**src/rtl/lcdsi_pkg.sv**
```systemverilog
package lcdsi_pkg;
  localparam int CMD_BITS = 9;
  localparam int MODE_BITS = 3;

  localparam logic [MODE_BITS-1:0] MODE_RD  = 3'b110;
  localparam logic [MODE_BITS-1:0] MODE_WR  = 3'b101;
  localparam logic [MODE_BITS-1:0] MODE_CMD = 3'b100;

  typedef enum logic [2:0] {
    PH_ID,
    PH_ADDR,
    PH_DATA,
    PH_CMD,
    PH_DEAD
  } phase_t;

  typedef struct packed {
    logic sys_off;
    logic sys_on;
    logic lcd_off;
    logic lcd_on;
    logic tone_off;
    logic tone_on;
    logic bias;
    logic rate;
  } cmd_evt_t;

  // Classify one command word; upper eight bits select fixed opcodes.
  function automatic cmd_evt_t classify(input logic [CMD_BITS-1:0] w);
    cmd_evt_t e;
    logic [7:0] op;
    op = w[CMD_BITS-1:1];
    e = '0;
    e.sys_off  = (op == 8'h00);
    e.sys_on   = (op == 8'h01);
    e.lcd_off  = (op == 8'h02);
    e.lcd_on   = (op == 8'h03);
    e.tone_off = (op == 8'h08);
    e.tone_on  = (op == 8'h09);
    e.bias     = (w[8:5] == 4'b0010);
    e.rate     = (w[8:6] == 3'b101);
    return e;
  endfunction
endpackage

```
**src/rtl/lcdsi_pin_sync.sv**
```systemverilog
module lcdsi_pin_sync #(
  parameter int W = 4,
  parameter int STAGES = 2,
  parameter logic [W-1:0] RST_VAL = '0
) (
  input  logic         clk,
  input  logic         rst_n,
  input  logic [W-1:0] pins,
  output logic [W-1:0] lvl,
  output logic [W-1:0] rise,
  output logic [W-1:0] fall
);
  logic [STAGES:0][W-1:0] pipe;
  logic [W-1:0] prev;

  assign pipe[0] = pins;

  for (genvar g = 1; g <= STAGES; g++) begin : g_stage
    always_ff @(posedge clk or negedge rst_n) begin
      if (!rst_n) pipe[g] <= RST_VAL;
      else        pipe[g] <= pipe[g-1];
    end
  end

  always_ff @(posedge clk or negedge rst_n) begin
    if (!rst_n) prev <= RST_VAL;
    else        prev <= pipe[STAGES];
  end

  assign lvl  = pipe[STAGES];
  assign rise = pipe[STAGES] & ~prev;
  assign fall = ~pipe[STAGES] & prev;
endmodule

```
**src/rtl/lcdsi_ram.sv**
```systemverilog
module lcdsi_ram #(
  parameter int ADDR_W = 6,
  parameter int DEPTH = 32,
  parameter int NIB_W = 4
) (
  input  logic              clk,
  input  logic              rst_n,
  input  logic              we,
  input  logic [ADDR_W-1:0] waddr,
  input  logic [NIB_W-1:0]  wdata,
  input  logic [ADDR_W-1:0] raddr_a,
  output logic [NIB_W-1:0]  rdata_a,
  input  logic [ADDR_W-1:0] raddr_b,
  output logic [NIB_W-1:0]  rdata_b
);
  localparam int IDX_W = (DEPTH > 1) ? $clog2(DEPTH) : 1;

  logic [NIB_W-1:0] mem [DEPTH];

  function automatic logic in_range(input logic [ADDR_W-1:0] a);
    return int'(a) < DEPTH;
  endfunction

  always_ff @(posedge clk or negedge rst_n) begin
    if (!rst_n) begin
      for (int i = 0; i < DEPTH; i++) mem[i] <= '0;
    end else if (we && in_range(waddr)) begin
      mem[waddr[IDX_W-1:0]] <= wdata;
    end
  end

  assign rdata_a = in_range(raddr_a) ? mem[raddr_a[IDX_W-1:0]] : '0;
  assign rdata_b = in_range(raddr_b) ? mem[raddr_b[IDX_W-1:0]] : '0;
endmodule

```
**src/rtl/lcdsi_engine.sv**
```systemverilog
module lcdsi_engine
  import lcdsi_pkg::*;
#(
  parameter int ADDR_W = 6,
  parameter int DEPTH = 32,
  parameter int NIB_W = 4
) (
  input  logic                clk,
  input  logic                rst_n,
  input  logic                sel_act,
  input  logic                din,
  input  logic                wr_rise,
  input  logic                wr_edge,
  input  logic                rd_fall,
  input  logic [NIB_W-1:0]    rd_nib,
  output logic [ADDR_W-1:0]   cur_addr,
  output logic                ram_we,
  output logic [NIB_W-1:0]    ram_wdata,
  output logic                data_phase,
  output logic                sdata_out,
  output logic                sdata_oe,
  output logic                cmd_stb,
  output logic [CMD_BITS-1:0] cmd_word
);
  localparam int CNT_W = $clog2(CMD_BITS + 1);
  localparam int NIB_IDX_W = (NIB_W > 1) ? $clog2(NIB_W) : 1;

  phase_t              phase;
  logic                mode_rd;
  logic [CNT_W-1:0]    cnt;
  logic [NIB_IDX_W-1:0] rd_cnt;
  logic [CMD_BITS-1:0] shreg;
  logic [NIB_W-1:0]    nib;
  logic [MODE_BITS-1:0] id_now;
  logic                nib_last;

  function automatic logic [ADDR_W-1:0] step(input logic [ADDR_W-1:0] a);
    if (a == ADDR_W'(DEPTH - 1) || a == '1) return '0;
    return a + ADDR_W'(1);
  endfunction

  assign id_now     = {shreg[MODE_BITS-2:0], din};
  assign nib_last   = (cnt == CNT_W'(NIB_W - 1));
  assign data_phase = (phase == PH_DATA);
  assign ram_we     = sel_act && wr_rise && data_phase && !mode_rd && nib_last;
  assign ram_wdata  = {din, nib[NIB_W-2:0]};

  always_ff @(posedge clk or negedge rst_n) begin
    if (!rst_n) begin
      phase     <= PH_ID;
      mode_rd   <= 1'b0;
      cnt       <= '0;
      rd_cnt    <= '0;
      shreg     <= '0;
      nib       <= '0;
      cur_addr  <= '0;
      sdata_out <= 1'b0;
      sdata_oe  <= 1'b0;
      cmd_stb   <= 1'b0;
      cmd_word  <= '0;
    end else begin
      cmd_stb <= 1'b0;
      if (!sel_act) begin
        phase    <= PH_ID;
        cnt      <= '0;
        rd_cnt   <= '0;
        sdata_oe <= 1'b0;
      end else begin
        if (wr_edge && !rd_fall) sdata_oe <= 1'b0;
        if (wr_rise) begin
          unique case (phase)
            PH_ID: begin
              shreg <= {shreg[CMD_BITS-2:0], din};
              if (cnt == CNT_W'(MODE_BITS - 1)) begin
                cnt <= '0;
                if (id_now == MODE_RD) begin
                  phase <= PH_ADDR; mode_rd <= 1'b1;
                end else if (id_now == MODE_WR) begin
                  phase <= PH_ADDR; mode_rd <= 1'b0;
                end else if (id_now == MODE_CMD) begin
                  phase <= PH_CMD;
                end else begin
                  phase <= PH_DEAD;
                end
              end else begin
                cnt <= cnt + CNT_W'(1);
              end
            end
            PH_ADDR: begin
              shreg <= {shreg[CMD_BITS-2:0], din};
              if (cnt == CNT_W'(ADDR_W - 1)) begin
                cur_addr <= {shreg[ADDR_W-2:0], din};
                cnt      <= '0;
                rd_cnt   <= '0;
                phase    <= PH_DATA;
              end else begin
                cnt <= cnt + CNT_W'(1);
              end
            end
            PH_DATA: begin
              if (!mode_rd) begin
                nib[cnt[NIB_IDX_W-1:0]] <= din;
                if (nib_last) begin
                  cnt      <= '0;
                  rd_cnt   <= '0;
                  cur_addr <= step(cur_addr);
                end else begin
                  cnt <= cnt + CNT_W'(1);
                end
              end
            end
            PH_CMD: begin
              shreg <= {shreg[CMD_BITS-2:0], din};
              if (cnt == CNT_W'(CMD_BITS - 1)) begin
                cnt      <= '0;
                cmd_stb  <= 1'b1;
                cmd_word <= {shreg[CMD_BITS-2:0], din};
              end else begin
                cnt <= cnt + CNT_W'(1);
              end
            end
            default: ;
          endcase
        end
        if (rd_fall && data_phase) begin
          sdata_out <= rd_nib[rd_cnt];
          sdata_oe  <= 1'b1;
          if (rd_cnt == NIB_IDX_W'(NIB_W - 1)) begin
            rd_cnt <= '0;
            if (mode_rd) cur_addr <= step(cur_addr);
          end else begin
            rd_cnt <= rd_cnt + NIB_IDX_W'(1);
          end
        end
      end
    end
  end
endmodule

```
**src/rtl/lcdsi_cmd_decode.sv**
```systemverilog
module lcdsi_cmd_decode
  import lcdsi_pkg::*;
(
  input  logic                stb,
  input  logic [CMD_BITS-1:0] word,
  output cmd_evt_t            evt,
  output logic [1:0]          com_code,
  output logic                bias_third,
  output logic [2:0]          rate_code
);
  cmd_evt_t raw;
  assign raw        = classify(word);
  assign evt        = stb ? raw : '0;
  assign com_code   = word[4:3];
  assign bias_third = word[1];
  assign rate_code  = word[3:1];
endmodule

```
**src/rtl/lcd_serial_slave.sv**
```systemverilog
module lcd_serial_slave
  import lcdsi_pkg::*;
#(
  parameter int ADDR_W = 6,
  parameter int DEPTH = 32,
  parameter int NIB_W = 4,
  parameter int SYNC_STAGES = 2
) (
  input  logic                clk,
  input  logic                rst_n,
  input  logic                sel_n,
  input  logic                wclk,
  input  logic                rclk,
  input  logic                sdin,
  output logic                sdata_out,
  output logic                sdata_oe,
  input  logic [ADDR_W-1:0]   scan_addr,
  output logic [NIB_W-1:0]    scan_data,
  output logic                cmd_stb,
  output logic [CMD_BITS-1:0] cmd_word,
  output logic                evt_sys_off,
  output logic                evt_sys_on,
  output logic                evt_lcd_off,
  output logic                evt_lcd_on,
  output logic                evt_tone_off,
  output logic                evt_tone_on,
  output logic                evt_bias,
  output logic                evt_rate,
  output logic [1:0]          com_code,
  output logic                bias_third,
  output logic [2:0]          rate_code
);
  localparam int PIN_N = 4;
  localparam int P_SEL = 0, P_WR = 1, P_RD = 2, P_DIN = 3;

  logic [PIN_N-1:0] pin_lvl, pin_rise, pin_fall;
  logic sel_act, wr_rise, wr_edge, rd_fall, din_s;
  logic data_phase, ram_we;
  logic [ADDR_W-1:0] cur_addr;
  logic [NIB_W-1:0] rd_nib, ram_wdata;
  cmd_evt_t evt;

  lcdsi_pin_sync #(
    .W(PIN_N), .STAGES(SYNC_STAGES), .RST_VAL(4'b0111)
  ) u_sync (
    .clk(clk), .rst_n(rst_n),
    .pins({sdin, rclk, wclk, sel_n}),
    .lvl(pin_lvl), .rise(pin_rise), .fall(pin_fall)
  );

  assign sel_act = ~pin_lvl[P_SEL];
  assign wr_rise = pin_rise[P_WR];
  assign wr_edge = pin_rise[P_WR] | pin_fall[P_WR];
  assign rd_fall = pin_fall[P_RD];
  assign din_s   = pin_lvl[P_DIN];

  lcdsi_engine #(
    .ADDR_W(ADDR_W), .DEPTH(DEPTH), .NIB_W(NIB_W)
  ) u_engine (
    .clk(clk), .rst_n(rst_n),
    .sel_act(sel_act), .din(din_s),
    .wr_rise(wr_rise), .wr_edge(wr_edge), .rd_fall(rd_fall),
    .rd_nib(rd_nib), .cur_addr(cur_addr),
    .ram_we(ram_we), .ram_wdata(ram_wdata),
    .data_phase(data_phase),
    .sdata_out(sdata_out), .sdata_oe(sdata_oe),
    .cmd_stb(cmd_stb), .cmd_word(cmd_word)
  );

  lcdsi_ram #(
    .ADDR_W(ADDR_W), .DEPTH(DEPTH), .NIB_W(NIB_W)
  ) u_ram (
    .clk(clk), .rst_n(rst_n),
    .we(ram_we), .waddr(cur_addr), .wdata(ram_wdata),
    .raddr_a(cur_addr), .rdata_a(rd_nib),
    .raddr_b(scan_addr), .rdata_b(scan_data)
  );

  lcdsi_cmd_decode u_dec (
    .stb(cmd_stb), .word(cmd_word), .evt(evt),
    .com_code(com_code), .bias_third(bias_third), .rate_code(rate_code)
  );

  assign evt_sys_off  = evt.sys_off;
  assign evt_sys_on   = evt.sys_on;
  assign evt_lcd_off  = evt.lcd_off;
  assign evt_lcd_on   = evt.lcd_on;
  assign evt_tone_off = evt.tone_off;
  assign evt_tone_on  = evt.tone_on;
  assign evt_bias     = evt.bias;
  assign evt_rate     = evt.rate;
endmodule

```
**config.mk**
```make
export PLATFORM = sky130hd
export DESIGN_NAME = lcd_serial_slave
export DESIGN_NICKNAME = d
export VERILOG_FILES = /design/src/rtl/lcdsi_pkg.sv /design/src/rtl/lcdsi_pin_sync.sv /design/src/rtl/lcdsi_ram.sv /design/src/rtl/lcdsi_engine.sv /design/src/rtl/lcdsi_cmd_decode.sv /design/src/rtl/lcd_serial_slave.sv
export SDC_FILE = /design/constraint.sdc
export NUM_CORES = 1
export LEC_CHECK = 0
export BUFFER_PORTS_ARGS = -buffer_cell sky130_fd_sc_hd__buf_2
export CORE_ASPECT_RATIO = 1.4
export CORE_MARGIN = 1
export CORE_UTILIZATION = 25
export DETAILED_ROUTE_END_ITERATION = 7
export PLACE_DENSITY = 0.45
export SYNTH_ARGS = -nofsm -noshare
export SYNTH_HDL_FRONTEND = slang
export SYNTH_HIERARCHICAL = 1
export SYNTH_SLANG_ARGS = --single-unit
```
**constraint.sdc**
```tcl
create_clock -name clk -period 2.32 [get_ports clk]
set_input_delay 0.348 -clock clk [delete_from_list [all_inputs] [get_ports clk]]
set_output_delay 0.348 -clock clk [all_outputs]
set_load 0.02 [all_outputs]
```
# After elaboration in Yosys (flattened, before gate mapping)
# Index checks and enable logic that the tools add are counted.
# word_totals
regBits,179
inputBits,12
out_inout_bits,30
wordCells,193
# op_classes
n_addsub,3
n_lt_le_gt_ge,8
n_eq_ne,26
mux,71
bitwise_logic,9
reduce_logical,30
# ops
operator,n
128-bit bitwise mux,1
6-bit 2-to-1 mux,10
4-bit 2-to-1 mux,14
4-bit binary-select mux with 5-bit select,2
1-bit 2-to-1 mux,21
3-bit 2-to-1 mux,7
4-bit demux with 5-bit select,1
"8-bit by 2-bit equality test with 1-bit output, second input constant",2
"8-bit by 4-bit equality test with 1-bit output, second input constant",2
4-bit one-hot mux with 4 select lines,1
2-bit 2-to-1 mux,7
"3-bit equality test, second input constant",4
"4-bit by 2-bit equality test with 1-bit output, second input constant",3
"6-bit greater-or-equal comparator, second input constant",2
"6-bit < comparator, second input constant",2
5-bit NOT with 6-bit output,2
6-bit one-hot mux with 2 select lines,1
4-bit AND reduction,3
5-bit AND reduction,2
1-bit logical AND,9
3-bit nonzero test,3
"8-bit by 1-bit equality test with 1-bit output, second input constant",1
8-bit zero test,1
8-bit 2-to-1 mux,1
37 further kinds,45

# Logic depth before layout (Yosys ltp)
# Gate-level depths: netlist (run 1).
# depth
depth_word,16
ltp_mapped,10
ltp_nobuf,9

# Modules after synthesis
# The synthesis (run 1) kept the hierarchy.
# modules_own_cells
mod,n_inst,cells_each,area_each_um2,seq_area_each_um2
lcdsi_ram,1,491,7255.7,3203.1
lcdsi_engine,1,214,2239.6,975.9
lcdsi_pin_sync,1,24,411.6,311.5
lcdsi_cmd_decode,1,23,142.6,0.0
lcd_serial_slave,1,2,10.0,0.0

# Worst setup path before layout (run 1)
# OpenSTA, ideal clock, no wires.
# synth_path
kind,register to register
startpoint,register u_engine.phase[0]
endpoint,register u_ram/mem[12] (netlist name)
setup_time_ns,0.125
arrival_ns,2.428
path_slack_ns,-0.232
path_stages_with_launch,9
path_buffers,1
period_less_slack_ns,2.552
cell_sequence,dfrtp_1 buf_2 or2b_1 nor4_2 nor3b_1 nand2b_1 or3_1 nor2_1 mux2_2
# synth_between
elab_chain_cells,5
# synth_rtl
element,line_no,rtl
start: declaration,lcdsi_engine.sv:28,phase_t phase;
start signal: assignment,lcdsi_engine.sv:50,phase <= PH_ID;
start signal: assignment,lcdsi_engine.sv:64,phase <= PH_ID;
start signal: assignment,lcdsi_engine.sv:77,phase <= PH_ADDR; mode_rd <= 1'b1;
3-bit by 2-bit equality test with 1-bit output,lcdsi_engine.sv:44,assign data_phase = (phase == PH_DATA);
1-bit logical AND (3 in series),lcdsi_engine.sv:45,assign ram_we = sel_act && wr_rise && data_phase && !mode_rd && nib_last;
via ram_we,lcd_serial_slave.sv:38,"logic data_phase, ram_we;"
1-bit logical AND,lcdsi_ram.sv:27,end else if (we && in_range(waddr)) begin
end signal: indexed assignment,lcdsi_ram.sv:28,mem[waddr[IDX_W-1:0]] <= wdata;
end: declaration,lcdsi_ram.sv:18,logic [NIB_W-1:0] mem [DEPTH];
# The timed path passes the listed nets, and every way through them passes these cells.
# A chain may end at the register's enable or synchronous reset.

# Worst setup path in the final report (run 1)
# layout_path
startpoint,register u_engine.cur_addr[1]
endpoint,register u_engine.sdata_out
# layout_between
elab_chain_cells,7
elab_cells_between_ends,8
cone_classes,order compare (1); mux (6); bitwise (1)
# layout_rtl
element,line_no,rtl
start: declaration,lcdsi_engine.sv:16,"output logic [ADDR_W-1:0] cur_addr,"
start signal: assignment,lcdsi_engine.sv:92,"cur_addr <= {shreg[ADDR_W-2:0], din};"
start signal: assignment,lcdsi_engine.sv:106,cur_addr <= step(cur_addr);
start signal: assignment,lcdsi_engine.sv:130,if (mode_rd) cur_addr <= step(cur_addr);
5-bit NOT with 6-bit output (implied by the code),lcdsi_ram.sv:32,assign rdata_a = in_range(raddr_a) ? mem[raddr_a[IDX_W-1:0]] : '0;
4-bit binary-select mux with 5-bit select,lcdsi_ram.sv:32,
4-bit 2-to-1 mux (implied by the code) (2 in series),lcdsi_ram.sv:32,
4-bit 2-to-1 mux *,lcdsi_ram.sv:32,
via rd_nib[2],lcd_serial_slave.sv:40,"logic [NIB_W-1:0] rd_nib, ram_wdata;"
1-bit binary-select mux with 2-bit select *,lcdsi_engine.sv:126,sdata_out <= rd_nib[rd_cnt];
1-bit 2-to-1 mux (implied by the code) *,lcdsi_engine.sv:126,
end signal: assignment,lcdsi_engine.sv:126,
end: declaration,lcdsi_engine.sv:20,"output logic sdata_out,"
# The timed path passes the listed nets; every way through them passes the cells marked *. The select of a mux whose other input is x is not followed.

==> impl_metrics.json, run 1 <==
{
  "cp_max_fo": 16,
  "vias_per_cell": 4.779,
  "layout_commonest_cell": "dfrtp_1",
  "final_util": 0.3263,
  "setup_violations": 81,
  "nNetsFinal": 904,
  "slew_headroom": 0.5318,
  "crit_type": "reg -> reg",
  "cts_buffers": 17,
  "vias": 6819,
  "top_layer_used": "met4",
  "dpl-instance-area_um2": 11380,
  "syn_to_final_growth_pct": 28.81,
  "grt_pass1_wl_um": 46140,
  "cp-end-kind": "flip-flop",
  "grt_use_total": 0.1534,
  "antenna_found_initial": 0,
  "drt_iter0_drc": 324,
  "start_util": 0.2533,
  "routedWlPerCell_um": 20.29,
  "finalClockSkew_ns": 0.01257,
  "die_w_um": 170.6,
  "violations": "setup timing",
  "fp-row-count": 86,
  "fin_area_um2": 12820,
  "coreArea_um2": 39280,
  "post-place-ws_ns": -0.4483,
  "postRouteAntennaNets": 0,
  "critical-path-max-stage-delay_ns": 0.59,
  "finalPower_mw": 7.436,
  "n_antenna_cell": 0,
  "tightest_slew_ns": 0.6993,
  "dieArea_um2": 40610,
  "yosys_warnings": 6,
  "cts_root_buf": "clkbuf_16",
  "crit_family": "multiplexers",
  "path_cells": "buf_12 > mux4_1 > mux2i_1 > nand3b_1 > nand3_1 > a211oi_1 > mux4_2 > mux2_2",
  "dp_hpwl_um": 20910,
  "synth_area_um2": 9950,
  "syn_inst": 745,
  "irDropWorstVdd_mv": 0.4279,
  "grt_pass1_vias": 7430,
  "fin_ws_ns": -0.1813,
  "n_fill_cell": 3888,
  "crit_slowest_cell": "mux4_1",
  "clock_path_buffers": 2,
  "finalWeightedCongestion": 0.8111,
  "max_freq_ghz": 0.3998,
  "cp.required_ns": 2.66,
  "wirelength_um": 28950,
  "maxSlewViolCount": 0,
  "clock_latency_ns": 0.46,
  "rsz0062_at_grt": "true",
  "cts_htree_levels": 4,
  "drv_cap": 0,
  "cp_num_buf_inv": 1,
  "drc_errors": 0,
  "synth_fp_nets": 763,
  "drive_gt1_frac": 0.5462,
  "p_leak_nw": 5.768,
  "fin_crit_ns": 2.501,
  "syn_avg_cell_area_um2": 13.36,
  "p_per_area_nw_per_um2": 580.2,
  "final_cell_mix": "dfrtp_1 (166), mux2_2 (116), buf_4 (107), mux4_2 (46), mux2_4 (35)",
  "cts.sinks": 177,
  "overflow": 0,
  "route.met3.wl_um": 804,
  "dr_wl_met2_um": 15800,
  "finalCritPeriodShare": 1.078,
  "hold_depth": 0,
  "drtPass1Iterations": 4,
  "die_h_um": 238.0,
  "outcome": "finished with violations",
  "cp.depth": 8,
  "arrival_ns": 2.84,
  "drt-met1-wl_um": 11740,
  "cts_tree": "done",
  "ios": 42,
  "timing.hold.worst.class": "reg -> reg",
  "reg2reg_depth": 8,
  "hold_viol": 0,
  "start_kind": "flip-flop",
  "grt_max_degree": 52,
  "path_clk_slew_ns": 0.07,
  "portBuffers": 41
}
## worst register-to-register path, delay by kind of cell, from the launching register on
family | cells | cell delay (ns)
flops | 1 | 0.42
compound gates | 1 | 0.06
mux | 4 | 1.50
simple gates | 2 | 0.23
buf+inv | 1 | 0.18
## state kept, by name, summed over array words and instances (netlist names), 2 cells and up
| signal | count |
|---|---|
| u_ram/mem | 128 |
| u_engine/phase | 3 |
| u_engine/cnt | 4 |
| u_engine/rd_cnt | 2 |
| u_sync/prev | 2 |
| u_sync/lvl | 4 |
| u_engine/nib | 3 |
| u_engine/cmd_word | 9 |
| u_sync/pipe | 4 |
| u_engine/cur_addr | 6 |
| u_engine/shreg | 8 |
## worst paths after layout
| kind | slack [ns] | startpoint | endpoint |
|---|---|---|---|
| min reg2reg | 0.35 | u_sync/pipe[7]$_DFF_PN0_ | u_sync/lvl[3]$_DFF_PN0_ |
| max | -0.18 | u_engine/cur_addr[1]$_DFFE_PN0P_ | u_engine/sdata_out$_DFFE_PN0P_ |
| max in group asynchronous | 1.11 | rst_n | u_sync/prev[2]$_DFF_PN1_ |
| max reg2reg | -0.18 | u_engine/cur_addr[1]$_DFFE_PN0P_ | u_engine/sdata_out$_DFFE_PN0P_ |
| min | 0.35 | u_sync/pipe[7]$_DFF_PN0_ | u_sync/lvl[3]$_DFF_PN0_ |
| min in group asynchronous | 0.40 | rst_n | u_engine/cmd_stb$_DFF_PN0_ |
## metal layers
metal,GRT usage,vias to the layer above
li1,-,3106
met1,0.1801,3568
met2,0.2780,111
met3,0.02704,34
met4,0.05078,0
met5,0,-
## report_power, final
part	total (mW)	internal, mW	switching (mW)
registers	3.28	3.18	0.0999
clock network	3.43	2.12	1.32
logic	0.725	0.286	0.440
## final cells by class
cell class	count	area (um2)	share of cell area
Tap cell	528	660.6	0.05155
Inverter	18	67.56	0.005272
Multi-Input combinational cell	497	5492	0.4285
Sequential cell	177	4448	0.3471
Clock inverter	12	226.5	0.01767
Timing Repair Buffer	175	1455	0.1135
Clock buffer	20	466.7	0.03642
## per-stage QoR
step,hold slack [ns],TNS (ns),std cells
after floorplan,0.05241,-0.6587,745
after global placement,0.3323,-18.14,1360
after detailed placement,0.3364,-24.49,1360
after CTS,0.3516,-6.120,1419
after global routing,0.3656,-23.23,1427
final,0.3528,-4.938,1427
## timing repair
action,in CTS,in global routing
setup endpoints to repair,139,138
setup buffers,24,8
hold buffers,5,0
gates resized for setup,112,19
pin swaps,19,9
hold endpoints to repair,47,0
gates cloned,0,0
(Power assumes the default switching activity.)
==> inputs of run 2 (changes only) <==
TNS_END_PERCENT = 10   (was unset)
==> run 2 against run 1 <==
  * Critical endpoint unchanged
  * Count of clock-buffer cells in the layout rose by 4
  * Critical path depth did not move
  * Routed wire length fell by 4.1%
  * Combinational power barely moved
  * Total power fell by 5.3%
  * Clock power fell by 11%
  * Setup slack got worse by 0.080 ns
  * Largest cell class unchanged
  * Largest power group is now sequential cells
  * Fmax fell by 3.1%
  * Cell count fell by 2.5%
  * Worst hold slack barely moved
  * Clock skew fell by 0.0030 ns
  * Highest routed layer unchanged
  * First-iteration DRC count fell by 13%
  * The flow still finishes with violations (setup timing)
==> impl_metrics.json, run 2 (synthesis results as in run 1) <==
{
  "slew_headroom": 0.6170,
  "top_register": "u_ram/mem",
  "p_leak_nw": 5.456,
  "clock_latency_ns": 0.45,
  "clock_path_buffers": 2,
  "largest_reg_flops": 128,
  "critical-path-max-stage-delay_ns": 0.52,
  "tightest_slew_ns": 0.5701,
  "reg.largest.list": "u_ram/mem: 128 flops, u_engine/cmd_word: 9 flops, u_engine/shreg: 8 flops",
  "start_kind": "flip-flop",
  "violations": "setup timing",
  "die_w_um": 170.6,
  "syn_to_final_growth_pct": 23.03,
  "drive_gt1_frac": 0.5000,
  "finalCritPeriodShare": 1.113,
  "cp-end-kind": "flip-flop",
  "nNetsFinal": 869,
  "fp-row-count": 86,
  "n_antenna_cell": 0,
  "cts_buffers": 17,
  "layout_commonest_cell": "dfrtp_1",
  "cts.sinks": 177,
  "multi_input_area_um2": 5311,
  "coreArea_um2": 39280,
  "grt_pass1_vias": 7086,
  "cts_htree_levels": 4,
  "irDropWorstVdd_mv": 0.3780,
  "dp_hpwl_um": 20410,
  "vias": 6624,
  "cp_max_fo": 9,
  "vias_per_cell": 4.759,
  "grt_max_degree": 53,
  "timing.hold.worst.class": "reg -> reg",
  "finalClockSkew_ns": 0.009612,
  "crit_family": "multiplexers",
  "cp.required_ns": 2.65,
  "die_h_um": 238.0,
  "drtPass1Iterations": 4,
  "path_clk_slew_ns": 0.06,
  "tns_ns": -5.165,
  "postRouteAntennaNets": 0,
  "wirelength_um": 27760,
  "drc_errors": 0,
  "cts_tree": "done",
  "r2r_slack_ns": -0.26,
  "arrival_ns": 2.91,
  "ios": 42,
  "max_freq_ghz": 0.3874,
  "overflow": 0,
  "fin_ws_ns": -0.2614,
  "rsz0062_at_grt": "true",
  "outcome": "finished with violations",
  "maxSlewViolCount": 0,
  "grt_use_total": 0.1457,
  "portBuffers": 41,
  "drv_cap": 0,
  "dieArea_um2": 40610,
  "antenna_found_initial": 0,
  "p_per_area_nw_per_um2": 575.5,
  "drt_iter0_drc": 282,
  "cp_num_buf_inv": 2,
  "fin_crit_ns": 2.581,
  "setup_violations": 74,
  "n_fill_cell": 3933,
  "routedWlPerCell_um": 19.94,
  "start_util": 0.2533,
  "hold_viol": 0,
  "path_cells": "buf_12 > buf_4 > mux4_2 > mux2i_1 > nand3b_1 > and4_1 > mux4_2 > mux2_2",
  "finalWeightedCongestion": 0.7882,
  "final_cell_mix": "dfrtp_1 (166), mux2_2 (141), buf_4 (82), mux4_2 (38), buf_2 (34)",
  "crit_type": "reg -> reg",
  "crit_slowest_cell": "mux4_2",
  "cts_root_buf": "clkbuf_16",
  "regArea_um2": 4446,
  "final_util": 0.3117,
  "grt_pass1_wl_um": 43440,
  "critPathMostFrequentCell": "mux4_2"
}
-- run 2: worst paths after layout --
kind / startpoint / end / cells past startpoint
max in group asynchronous: rst_n / u_ram/mem[62]$_DFFE_PN0P_ / 3
max: u_engine/cur_addr[1]$_DFFE_PN0P_ / u_engine/sdata_out$_DFFE_PN0P_ / 8
min in group asynchronous: rst_n / u_engine/cmd_word[6]$_DFFE_PN0P_ / 2
max reg2reg: u_engine/cur_addr[1]$_DFFE_PN0P_ / u_engine/sdata_out$_DFFE_PN0P_ / 8
min reg2reg: u_sync/pipe[7]$_DFF_PN0_ / u_sync/lvl[3]$_DFF_PN0_ / 0
min: u_sync/pipe[7]$_DFF_PN0_ / u_sync/lvl[3]$_DFF_PN0_ / 0
-- run 2: worst register-to-register path, delay by kind of cell, from the launching register on --
kind                   cells  cell delay (ns)
flip-flops                 1             0.44
buffers and inverters      2             0.29
multiplexers               4             1.45
AND/OR/NAND/NOR            2             0.29
-- run 2: layer usage --
layer | vias to the layer above | GRT usage | part of all wire
met4 | 0 | 0.05542 | 0.025
met1 | 3468 | 0.1708 | 0.41
li1 | 3027 | - | -
met5 | - | 0 | 0
met2 | 94 | 0.2621 | 0.54
met3 | 35 | 0.02455 | 0.021
-- run 2: layout make-up --
type,count,area share
clock buffers,24,0.04017
clock inverters,8,0.01032
inverters,18,0.005520
multi-input cells,497,0.4339
flip-flops and latches,177,0.3632
well taps,528,0.05397
repair buffers,140,0.09292
-- run 2: power by group --
group	switching [mW]	internal [mW]	total, mW
Combinational	0.441	0.284	0.725
Sequential	0.0855	3.18	3.27
Clock	1.24	1.81	3.05
Total	1.77	5.27	7.04
-- run 2: through the flow --
stage	power (mW)	worst slack, ns	area, um2	hold WS [ns]	std cells
after floorplan	3.735	-0.1213	10000	0.05241	745
after global placement	4.036	-0.2612	11250	0.3320	1348
after detailed placement	4.034	-0.3126	11250	0.3358	1348
after CTS	7.149	-0.2550	12090	0.3508	1389
after global routing	7.352	-0.3384	12240	0.3632	1392
final	7.044	-0.2614	12240	0.3524	1392
-- run 2: what timing repair did --
| action | in CTS | in global routing |
|---|---|---|
| hold endpoints to repair | 52 | 0 |
| pin swaps | 6 | 7 |
| resized for setup | 34 | 38 |
| hold buffers | 5 | 0 |
| setup endpoints to repair | 137 | 136 |
| buffers inserted | 4 | 3 |
==> inputs of run 3 (changes only) <==
SYNTH_HIERARCHICAL = unset   (was 1)
==> run 3 against run 2 <==
  * The flow still finishes with violations (setup timing)
  * Count of clock-buffer cells in the layout is 4 lower
  * Via count is 4.0% higher
  * Worst hold slack better by 0.0015 ns
==> impl_metrics.json, run 3 <==
{
  "die_h_um": 235.9,
  "crit_type": "reg -> out",
  "synth_fp_nets": 771,
  "largest_reg_flops": 128,
  "drtPass1Iterations": 5,
  "r2r-start": "u_sync.lvl[1]$_DFF_PN1_",
  "tightest_slew_ns": 0.8113,
  "postRouteAntennaNets": 0,
  "synthDistinctLibCells": 70,
  "reg2reg_depth": 7,
  "syn_inst": 749,
  "grt_use_total": 0.1616,
  "synth_seq_cells": 177,
  "synthFlopType": "dfrtp_1",
  "overflow": 0,
  "outcome": "finished with violations",
  "vias": 6887,
  "yosys.area_share.simple": 0.1035,
  "wirelength_um": 30880,
  "dr_wl_met2_um": 16630,
  "layout.cells.non_filler": 1414,
  "synthTopCellsByArea": "dfrtp_1 (43%), mux2_2 (17%), mux4_2 (13%)",
  "timing.hold.worst.class": "reg -> reg",
  "p_per_area_nw_per_um2": 567.1,
  "grt_pass1_vias": 7286,
  "dp_hpwl_um": 23120,
  "p_leak_nw": 5.495,
  "cts_root_buf": "clkbuf_16",
  "synthMuxAreaShare": 0.3351,
  "critical-path-max-stage-delay_ns": 0.50,
  "hold_depth": 0,
  "routedWlPerCell_um": 21.84,
  "grt_pass1_wl_um": 47180,
  "yosys_warnings": 0,
  "cp-end-kind": "primary output",
  "async_flop_share": 1.000,
  "layout_commonest_cell": "dfrtp_1",
  "finalClockSkew_ns": 0.01426,
  "crit_slowest_cell": "mux4_2",
  "top_layer_used": "met4",
  "crit_family": "multiplexers",
  "finalCritPeriodShare": 1.151,
  "synth_top_family_by_area": "multiplexers",
  "fp-row-count": 85,
  "antenna_found_initial": 0,
  "critPathMostFrequentCell": "mux4_2",
  "synth_area_um2": 9767,
  "drt_iter0_drc": 478,
  "cp_max_fo": 3,
  "coreArea_um2": 38500,
  "cts_buffers": 17,
  "regToRegEndpoint": "u_engine.cnt[2]$_DFFE_PN0P_",
  "max_freq_ghz": 0.3744,
  "holdPathEnd": "u_sync.lvl[3]$_DFF_PN0_",
  "route.met3.wl_um": 967,
  "grt_max_degree": 64,
  "violations": "setup timing",
  "finalPower_mw": 6.881,
  "syn_to_final_growth_pct": 24.24,
  "syn_avg_cell_area_um2": 13.04,
  "clock_latency_ns": 0.45,
  "start_util": 0.2537,
  "drv_cap": 0,
  "arrival_ns": 2.32,
  "portBuffers": 41,
  "cp_num_buf_inv": 2,
  "dieArea_um2": 39870,
  "synth_xor_area_frac": 0,
  "vias_per_cell": 4.871,
  "reg.largest.list": "u_ram.mem: 128 flops, u_engine.cmd_word: 9 flops, u_engine.shreg: 8 flops",
  "n_antenna_cell": 0,
  "final_cell_mix": "dfrtp_1 (156), mux2_2 (146), buf_4 (112), mux4_2 (58), nor2_1 (49)",
  "clock_path_buffers": 2,
  "drt-met1-wl_um": 11910,
  "path_cells": "mux4_2 > mux4_2 > mux2i_1 > buf_4 > nor2_2 > buf_6",
  "synth-edff-count": 0,
  "worstHoldStart": "u_sync.pipe[7]$_DFF_PN0_",
  "synth_compound_area_frac": 0.05790,
  "cts_tree": "done",
  "path_clk_slew_ns": 0.06,
  "nNetsFinal": 901,
  "hold_viol": 0,
  "yosysMostFrequentCell": "dfrtp_1",
  "start_kind": "flip-flop",
  "seq_area_frac_synth": 0.4545,
  "synth_top_area_share": 0.4330,
  "cts.sinks": 177,
  "fin_crit_ns": 2.671,
  "dp.cells": 1375,
  "rsz0062_at_grt": "true",
  "cts_htree_levels": 4,
  "setup_violations": 4,
  "drc_errors": 0,
  "slew_headroom": 0.4591,
  "r2r_slack_ns": 0.07,
  "synth_top_cells_by_count": "dfrtp_1 (169), mux2_2 (146), mux4_2 (57)",
  "fin_ws_ns": -0.3509,
  "ios": 42,
  "yosys.area.top_type": "dfrtp_1",
  "cp.required_ns": 1.97,
  "drive_gt1_frac": 0.5157,
  "maxSlewViolCount": 0,
  "top_register": "u_ram.mem",
  "die_w_um": 169.1,
  "synth_fa_ha_area_frac": 0.01281,
  "finalWeightedCongestion": 0.8366,
  "irDropWorstVdd_mv": 0.5555
}
## run 3: layout make-up
| class | instances | area (um2) |
|---|---|---|
| fillers | 3965 | 26370 |
| multi-input cells | 503 | 5052 |
| inverters | 10 | 37.54 |
| clock inverters | 12 | 156.4 |
| well taps | 522 | 653.1 |
| flip-flops and latches | 177 | 4456 |
| repair buffers | 170 | 1323 |
| clock buffers | 20 | 456.7 |
## run 3: per-layer routing
metal,GRT usage,vias to the layer above
li1,-,3076
met2,0.2918,167
met4,0.08381,0
met1,0.1838,3591
met3,0.02181,53
met5,0,-
## run 3: logic make-up after synthesis
family	count (synthesis)
compound gates	81
buf+inv	69
mux	229
fa+ha+maj	10
simple gates	183
flops	177
## run 3: worst max-delay path by stage
stage | slack, ns | startpoint | cells past startpoint | to
4_1_cts | -0.38 | u_ram.mem[2]$_DFFE_PN0P_ | 6 | scan_data[2]
6_report | -0.35 | u_ram.mem[2]$_DFFE_PN0P_ | 6 | scan_data[2]
5_1_grt | -0.40 | u_ram.mem[2]$_DFFE_PN0P_ | 6 | scan_data[2]
3_5_place_dp | -0.25 | scan_addr[0] | 7 | scan_data[1]
3_3_place_gp | -0.27 | scan_addr[0] | 7 | scan_data[1]
2_1_floorplan | 0.06 | scan_addr[0] | 6 | scan_data[1]
## run 3: timing repair
item	4_1_cts	5_1_grt
hold endpoints to repair	42	0
gates resized for setup	22	15
pin swaps	0	1
endpoints found under the setup margin	38	102
hold buffers	5	0
buffers inserted	0	2
## run 3: through the flow
step,hold slack [ns],util,setup TNS [ns],setup WS (ns),cell area (um2)
4_1_cts,0.3587,0.3131,-1.457,-0.3827,12060
3_3_place_gp,0.3182,0.2944,-2.863,-0.2734,11330
5_1_grt,0.3605,0.3152,-1.552,-0.3968,12130
6_report,0.3539,0.3152,-1.328,-0.3509,12130
3_5_place_dp,0.3186,0.2944,-2.369,-0.2512,11330
2_1_floorplan,0.05241,-,0,0.05997,9767
## run 3: power breakdown
part           leakage, nW  internal (mW)  switching (mW)  total (mW)
clock network        0.300           1.76            1.29        3.05
registers             2.41           3.16          0.0825        3.24
logic                 2.79          0.256           0.333       0.589
total                 5.50           5.17            1.71        6.88
